[src/rtl/dpk_pkg.sv]
package dpk_pkg;

   // Bytes carried by a size code, capped at the buffer's lane count.
   function automatic logic [3:0] code_to_bytes(input logic [1:0] code, input int lanes);
      logic [3:0] b;
      b = 4'd1 << code;
      if (int'(b) > lanes) b = lanes[3:0];
      return b;
   endfunction

endpackage

[src/rtl/dpk_insert.sv]
// Merges a right-justified source operand into the lanes just below the filled ones.
module dpk_insert #(
   parameter int LANE_W = 8,
   parameter int LANES  = 4,
   parameter int CNT_W  = 3
) (
   input  logic [LANE_W*LANES-1:0] hold_q,
   input  logic [CNT_W-1:0]        fill,
   input  logic [CNT_W-1:0]        nbytes,
   input  logic [LANE_W*LANES-1:0] opnd,
   output logic [LANE_W*LANES-1:0] hold_d
);
   localparam int DATA_W = LANE_W * LANES;

   for (genvar L = 0; L < LANES; L++) begin : g_lane
      logic             in_rng;
      logic [CNT_W-1:0] pick;
      assign in_rng = (int'(fill) <= L) && (L < int'(fill) + int'(nbytes));
      assign pick   = CNT_W'(int'(nbytes) - 1 - L + int'(fill));
      assign hold_d[DATA_W-1-L*LANE_W -: LANE_W] =
         in_rng ? opnd[int'(pick)*LANE_W +: LANE_W] : hold_q[DATA_W-1-L*LANE_W -: LANE_W];
   end
endmodule

[src/rtl/dpk_extract.sv]
// Presents the top lanes as a right-justified write operand and the left-shifted remainder.
module dpk_extract #(
   parameter int LANE_W = 8,
   parameter int LANES  = 4,
   parameter int CNT_W  = 3
) (
   input  logic [LANE_W*LANES-1:0] hold_q,
   input  logic [CNT_W-1:0]        nbytes,
   output logic [LANE_W*LANES-1:0] wr_data,
   output logic [LANE_W*LANES-1:0] hold_shift
);
   localparam int DATA_W = LANE_W * LANES;

   for (genvar j = 0; j < LANES; j++) begin : g_out
      assign wr_data[j*LANE_W +: LANE_W] = (j < int'(nbytes))
         ? hold_q[(LANES - int'(nbytes) + j)*LANE_W +: LANE_W] : '0;
   end

   for (genvar L = 0; L < LANES; L++) begin : g_shift
      assign hold_shift[DATA_W-1-L*LANE_W -: LANE_W] = (L + int'(nbytes) < LANES)
         ? hold_q[(LANES - 1 - L - int'(nbytes))*LANE_W +: LANE_W] : '0;
   end
endmodule

[src/rtl/dpk_fill.sv]
// Byte occupancy counter; decides which side is served next.
module dpk_fill #(
   parameter int CNT_W = 3
) (
   input  logic             clk,
   input  logic             rst_n,
   input  logic             abort,
   input  logic [CNT_W-1:0] src_n,
   input  logic [CNT_W-1:0] dst_n,
   input  logic             rd_valid,
   input  logic             wr_ack,
   output logic             rd_req,
   output logic             wr_req,
   output logic             rd_take,
   output logic             wr_take,
   output logic [CNT_W-1:0] fill
);
   assign rd_req  = fill < dst_n;
   assign wr_req  = ~rd_req;
   assign rd_take = rd_req & rd_valid;
   assign wr_take = wr_req & wr_ack;

   always_ff @(posedge clk or negedge rst_n) begin
      if (!rst_n)       fill <= '0;
      else if (abort)   fill <= '0;
      else if (rd_take) fill <= fill + src_n;
      else if (wr_take) fill <= fill - dst_n;
   end
endmodule

[src/rtl/dpk_holding_reg.sv]
module dpk_holding_reg #(
   parameter int LANE_W = 8,
   parameter int LANES  = 4
) (
   input  logic                    clk,
   input  logic                    rst_n,
   input  logic                    abort,
   input  logic [1:0]              src_size,
   input  logic [1:0]              dst_size,
   output logic                    rd_req,
   input  logic                    rd_valid,
   input  logic [LANE_W*LANES-1:0] rd_data,
   output logic                    wr_req,
   input  logic                    wr_ack,
   output logic [LANE_W*LANES-1:0] wr_data,
   output logic [1:0]              wr_size
);
   import dpk_pkg::*;

   localparam int DATA_W = LANE_W * LANES;
   localparam int CNT_W  = $clog2(LANES + 1);

   if (LANES != 4 && LANES != 8) begin : g_bad_lanes
      $error("dpk_holding_reg: LANES must be 4 or 8");
   end
   if (LANE_W < 1) begin : g_bad_lane_w
      $error("dpk_holding_reg: LANE_W must be positive");
   end

   logic [CNT_W-1:0]  src_n, dst_n, fill;
   logic              rd_take, wr_take;
   logic [DATA_W-1:0] hold_q, hold_ins, hold_shift;

   assign src_n = CNT_W'(code_to_bytes(src_size, LANES));
   assign dst_n = CNT_W'(code_to_bytes(dst_size, LANES));

   dpk_fill #(.CNT_W(CNT_W)) u_fill (
      .clk(clk), .rst_n(rst_n), .abort(abort), .src_n(src_n), .dst_n(dst_n),
      .rd_valid(rd_valid), .wr_ack(wr_ack), .rd_req(rd_req), .wr_req(wr_req),
      .rd_take(rd_take), .wr_take(wr_take), .fill(fill)
   );

   dpk_insert #(.LANE_W(LANE_W), .LANES(LANES), .CNT_W(CNT_W)) u_ins (
      .hold_q(hold_q), .fill(fill), .nbytes(src_n), .opnd(rd_data), .hold_d(hold_ins)
   );

   dpk_extract #(.LANE_W(LANE_W), .LANES(LANES), .CNT_W(CNT_W)) u_ext (
      .hold_q(hold_q), .nbytes(dst_n), .wr_data(wr_data), .hold_shift(hold_shift)
   );

   always_ff @(posedge clk or negedge rst_n) begin
      if (!rst_n)       hold_q <= '0;
      else if (rd_take) hold_q <= hold_ins;
      else if (wr_take) hold_q <= hold_shift;
   end

   assign wr_size = dst_size;
endmodule

[config.mk]
export PLATFORM = sky130hd
export DESIGN_NAME = dpk_holding_reg
export DESIGN_NICKNAME = d
export VERILOG_FILES = /design/src/rtl/dpk_pkg.sv /design/src/rtl/dpk_insert.sv /design/src/rtl/dpk_extract.sv /design/src/rtl/dpk_fill.sv /design/src/rtl/dpk_holding_reg.sv
export SDC_FILE = /design/constraint.sdc
export NUM_CORES = 1
export LEC_CHECK = 0
export BUFFER_PORTS_ARGS = -buffer_cell sky130_fd_sc_hd__buf_2
export CAP_MARGIN = 20
export CORE_MARGIN = 1.5
export CORE_UTILIZATION = 45
export CTS_BUF_LIST = sky130_fd_sc_hd__clkbuf_8
export DETAILED_ROUTE_END_ITERATION = 8
export MAX_ROUTING_LAYER = met4
export PLACE_DENSITY = 0.67
export SYNTH_ARGS = -nofsm -noshare
export SYNTH_HDL_FRONTEND = slang
export SYNTH_SLANG_ARGS = --single-unit
[constraint.sdc]
create_clock -name clk -period 2.9 [get_ports clk]
set_input_delay 0.145 -clock clk [delete_from_list [all_inputs] [get_ports clk]]
set_output_delay 0.145 -clock clk [all_outputs]
set_load 0.005 [all_outputs]
# After elaboration in Yosys (flattened, before gate mapping)
# Cells that the tools add are included.
# classes
bitwise	3
n_lt_le_gt_ge	19
n_shift	14
addsub	22
reduce_logical	10
n_mux	19
eq_ne	4
# op_table
operator	count
variable part select 32 x 32 -> 8 bit	7
variable part select 32 x 7 -> 8 bit	5
less-than comparator 32 x 4 -> 1 bit, second input constant	3
two-way mux 8 bit	12
less-than comparator 3 x 32 -> 1 bit, first input constant	2
two-way mux 32 bit	2
less-than comparator 1 x 32 -> 1 bit, first input constant	1
less-than comparator 2 x 32 -> 1 bit, first input constant	1
adder 3 bit	5
two-way mux 3 bit	5
adder 4 x 3 -> 5 bit, second input constant	2
adder 2 x 3 -> 4 bit, first input constant	2
greater-than comparator 4 x 3 -> 1 bit, second input constant	2
!= test 2 x 1 -> 1 bit, second input constant	4
AND reduction 2 bit	4
<< shifter 1 x 2 -> 4 bit, first input constant	2
subtractor 1 x 3 -> 4 bit, first input constant	2
subtractor 2 x 3 -> 4 bit, first input constant	2
less-or-equal comparator 3 x 1 -> 1 bit, second input constant	2
less-or-equal comparator 3 x 2 -> 1 bit, second input constant	2
less-than comparator 1 x 3 -> 1 bit, first input constant	2
less-than comparator 2 x 3 -> 1 bit, first input constant	2
subtractor 3 bit, second input constant	2
adder 4 x 2 -> 5 bit, second input constant	1
13 further kinds	17
# totals
output_inout_bits	36
input_bits	41
register_bits	35
wordCells	96

# Longest topological paths before layout
# logic_depth
ltp_word	9
ltp_mapped	13
ltp_nobuf	9

# Modules after synthesis
# From an unflattened synthesis, not the netlist that was laid out.
# unflattened
cells_unflattened	566
area_unflattened_um2	5466.5
# by_module_without_submodules
module	n_inst	area_per_inst_um2	cells_per_inst	seq_area_each_um2
dpk_extract	1	1884.3	208	0.0
dpk_insert	1	1664.1	172	0.0
dpk_holding_reg	1	1557.7	147	800.8
dpk_fill	1	360.3	39	75.1

# Worst setup path before layout
# OpenSTA, ideal clock, no wires.
# synth_path
path_type	input-to-reg
from	in dst_size[1]
to	reg hold_q[24]
t_required_ps	2775
setup_slack_ps	179
setup_time_ps	125
t_arrival_ps	2596
cell_stages	11
path_buffers	4
path_cell_list	clkbuf_1 buf_1 clkbuf_1 inv_1 ha_1 a21oi_4 and3_1 buf_6 nand3b_1 o22ai_4 mux2_2
# synth_via
elab_chain_cells	8
elab_cells_between_ends	16
cone_classes	add/sub (1); order compare (3); eq/ne (1); shift (2); mux (4); bitwise (3); reduce/logical (2)
# synth_rtl
item	line	rtl
start, declared	dpk_holding_reg.sv:9	input logic [1:0] dst_size,
<< shifter 1 x 2 -> 4 bit *	dpk_pkg.sv:6	b = 4'd1 << code;
greater-than comparator 4 x 3 -> 1 bit	dpk_pkg.sv:7	if (int'(b) > lanes) b = lanes[3:0];
two-way mux 3 bit *	dpk_pkg.sv:7	
subtractor 2 x 3 -> 4 bit / less-than comparator 3 bit (equally long branches)	dpk_extract.sv:21, dpk_fill.sv:18	
variable part select 32 x 32 -> 8 bit / NOT 1 bit (equally long branches)	dpk_extract.sv:21, dpk_fill.sv:19	
two-way mux 8 bit / bitwise AND 1 bit (equally long branches)	dpk_extract.sv:21, dpk_fill.sv:21	
two-way mux 32 bit / nonzero test 2 bit (equally long branches)	-	
two-way mux 32 bit / AND reduction 2 bit (equally long branches)	-	
end signal, assigned	dpk_holding_reg.sv:53	else if (rd_take) hold_q <= hold_ins;
end signal, assigned	dpk_holding_reg.sv:54	else if (wr_take) hold_q <= hold_shift;
end, declared	dpk_holding_reg.sv:32	logic [DATA_W-1:0] hold_q, hold_ins, hold_shift;
# Every way passes the cells marked *; elsewhere a longest branch is shown, timed or not. The select of a mux whose other input is x is not followed.
# A chain may end at the register's enable or synchronous reset.

# Final worst setup path
# layout_path
from	reg u_fill.fill[0]
to	reg hold_q[31]
# layout_via
elab_chain_cells	5
elab_cells_between_ends	15
cone_classes	add/sub (2); order compare (3); eq/ne (1); shift (1); mux (2); bitwise (3); reduce/logical (3)
# layout_rtl
item	line	rtl
start, declared	dpk_fill.sv:16	output logic [CNT_W-1:0] fill
start signal, assigned	dpk_fill.sv:26	else if (rd_take) fill <= fill + src_n;
start signal, assigned	dpk_fill.sv:27	else if (wr_take) fill <= fill - dst_n;
adder 3 x 3 -> 4 bit / less-than comparator 3 bit (equally long branches)	dpk_insert.sv:18, dpk_fill.sv:18	
less-than comparator 1 x 32 -> 1 bit / NOT 1 bit (equally long branches)	dpk_insert.sv:18, dpk_fill.sv:19	
logical AND 1 bit / bitwise AND 1 bit (equally long branches)	dpk_insert.sv:18, dpk_fill.sv:21	
!= test 2 x 1 -> 1 bit (no line) / nonzero test 2 bit (equally long branches)	-	
AND reduction 2 bit (no line)	-	
# Several ways; a longest one is shown, not always the timed one. The select of a mux whose other input is x is not followed.

==> run_results.csv <==
group,metric,value,unit
run_status,status,"complete, no violations",
cts,cts_resized,0,
worst_hold_path,worstHoldPathCells,2,
die,pin_count,77,
synthesis,avgSynthCellArea,11.58,µm²
layout,fillers,740,
detailed_routing,num_vias,3101,
die,coreArea,8258,µm²
grt,met2_usage,31.57,%
layout,diodes,0,
synthesis,yosysSeqAreaShare,22.71,%
cts,cts_made_buffers,5,
detailed_routing,routed_via_density,6.128,
timing,slew-limit-headroom,43.94,%
setup_path,cp.arrival,2.76,ns
synthesis,netlist.area_leader.share,22.78,%
layout,nets,460,
timing,period_share,88.91,%
setup_path,crit_start,"u_fill.fill[0]",
grt,antenna_found_initial,0,
worst_hold_path,hold_end,"u_fill.fill[0]",
placement,io_buffers,76,
synthesis,synth_area_leaders,"mux4_2 (23%), dfrtp_1 (23%), mux2_2 (9.1%)",
grt,grt_pass1_wl,15640,µm
cts,cts_tree,"done",
grt,met1_usage,36.84,%
die,die_h,95.57,µm
timing,period_needed,2.578,ns
die,start_util,46.70,%
setup_path,crit_required,3.08,ns
worst_hold_path,hp-start,"abort",
grt,groute.usage.overall,23.16,%
synthesis,ys_ff_latch,35,
timing,finalSetupViolCount,0,
synthesis,async_reset_ff_share,100.0,%
setup_path,regToRegStartpoint,"u_fill.fill[0]",
setup_path,timing_worst_setup_path_type,"register to register",
setup_path,critPathLaunchType,"register",
synthesis,syn_area,3856,µm²
cts,clk_latency,0.29,ns
layout,syn_to_final_growth,14.15,%
timing,final_max_slew_viol_count,0,
synthesis,synth_area_leader_cell,"mux4_2",
cts,clock_tree.root_cell,"clkbuf_8",
grt,grt_overflow,0,
die,fp.dieArea,9134,µm²
layout,layout_common_cells,"buf_2 (76), mux4_2 (39), dfrtp_1 (35), mux2_2 (31), nand3_1 (18)",
grt,grt_max_degree,43,
timing,max_freq,0.3878,GHz
grt,grtUsageMet3,2.871,%
cts,htree_levels,2,
power,leakagePower,2.026,nW
cts,clk_pin_slew,0.08,ns
layout,drive_gt1_share,45.14,%
layout,final_util,53.30,%
setup_path,r2r_cells,8,
setup_path,ff2ff_setup_slack,0.32,ns
timing,clock_skew,0.006489,ns
synthesis,dominantRegCellSynth,"dfrtp_1",
grt,grt.busiest_layer,"met1",
setup_path,path_max_fanout,12,
detailed_routing,ant_nets,0,
die,row_count,33,
grt,grt_pass1_vias,2859,
power,p_per_area,749.8,nW/µm²
placement,dp_hpwl,7337,µm
power,irDropWorstVdd,404.1,µV
placement,post-place-ws,0.3113,ns
detailed_routing,dr.first_iter.drc_count,200,
layout,finalInstanceArea,4402,µm²
detailed_routing,drcViolationCount,0,
timing,hold_viol,0,
timing,setup_ws,0.3215,ns
synthesis,synth_edf_count,0,
cts,cts_sinks,35,
placement,post_dp_cell_area,4310,µm²
layout,final_common_cell,"buf_2",
run,drv_cap,0,
layout,multi_input_area,2764,µm²
layout,finalNonFillerCells,506,
die,fp.dieW,95.57,µm
detailed_routing,drt-total-wl,9644,µm
timing,tightest_slew,0.8409,ns
synthesis,yosys_warnings,0,
synthesis,synth.net_count,393,
synthesis,synth_cell_type_count,48,
worst_hold_path,hold_class,"input pin to register",
detailed_routing,wl_per_cell,19.06,µm
setup_path,timing.rr.end,"hold_q[31]",
placement,gp_congestion,0.8400,
layout,seq_area,875.8,µm²
detailed_routing,drt_first_pass_iters,5,
synthesis,netlist_instances,333,
timing,setup_tns,0,ns
placement,dpl.cell_count,497,
timing,grt_setup_unrepaired,"no",
cts,cts_buffer_depth,2,
setup_path,end_kind,"register",
-- sequential cells by signal, indices dropped and copies added, names as in the netlist --
register	flops
hold_q	32
u_fill.fill	3
-- final cells by class --
class | instances | area share, %
clock buffers | 5 | 1.563
clock inverters | 3 | 0.2843
inverters | 15 | 1.279
multi-input cells | 254 | 62.79
flip-flops and latches | 35 | 19.90
well taps | 105 | 2.985
repair buffers | 89 | 11.20
-- synth_stat cells (5+ instances only) --
master and number:
a32o_1 7, dfrtp_1 35, a21oi_1 7, and3_1 9
a22oi_1 8, xnor2_1 5, mux2_2 31, buf_4 6
a22o_1 9, and2_1 16, mux2_4 8, ha_1 17
mux4_2 39, o31ai_1 17, clkbuf_1 11, nor2_1 9
inv_1 15, nor2b_1 11, nand3_1 18, mux2i_1 10
-- critical path, stage by stage (launching register included) --
cell     delay [ns]
dfrtp_1        0.41
ha_1           0.21
inv_1          0.06
fa_1           0.66
buf_4          0.27
mux4_2         0.34
nand3_1        0.15
o31ai_1        0.10
mux2_2         0.27
-- per-layer routing --
metal / routed length [µm] / vias to the layer above
li1: - / 1437
met5: 0 / -
met2: 4007 / 132
met4: 82 / 0
met3: 607 / 7
met1: 4946 / 1525
-- per-stage QoR --
step,power (mW),hold slack [ns]
2_1_floorplan,2.429,-0.1506
6_report,3.300,0.05510
3_5_place_dp,2.949,0.2985
5_1_grt,3.536,0.05147
4_1_cts,3.299,0.04904
3_3_place_gp,2.924,0.2991
-- worst max path at each step --
| stage | slack (ns) | depth (start not counted) | endpoint |
|---|---|---|---|
| after floorplan | 0.18 | 11 | hold_q[24] |
| after global placement | 0.32 | 11 | hold_q[31] |
| after detailed placement | 0.31 | 11 | hold_q[29] |
| after CTS | 0.33 | 8 | hold_q[29] |
| after global routing | 0.15 | 8 | hold_q[18] |
| final | 0.32 | 8 | hold_q[31] |
-- cells by family (layout without fill, tap and decap cells) --
logic type | Yosys count | after routing | synth area share, %
mux | 89 | 89 | 38.22
simple gates | 72 | 72 | 10.74
compound gates | 65 | 65 | 14.11
buf+inv | 44 | 112 | 5.613
flops | 35 | 35 | 22.71
fa+ha+maj | 19 | 19 | 6.554
xor+xnor | 9 | 9 | 2.044
-- report_power, final --
part           switching (mW)  leakage (nW)  internal [mW]
sequential              0.204         0.473          0.655
combinational           0.984          1.50           1.11
clock                   0.182        0.0505          0.162
total                    1.37          2.03           1.93
-- repair_timing --
| action | 4_1_cts | 5_1_grt |
|---|---|---|
| hold endpoints to repair | 35 | 0 |
| hold buffers | 1 | 0 |
| buffers inserted | 0 | 0 |
(Power assumes the default switching activity.)
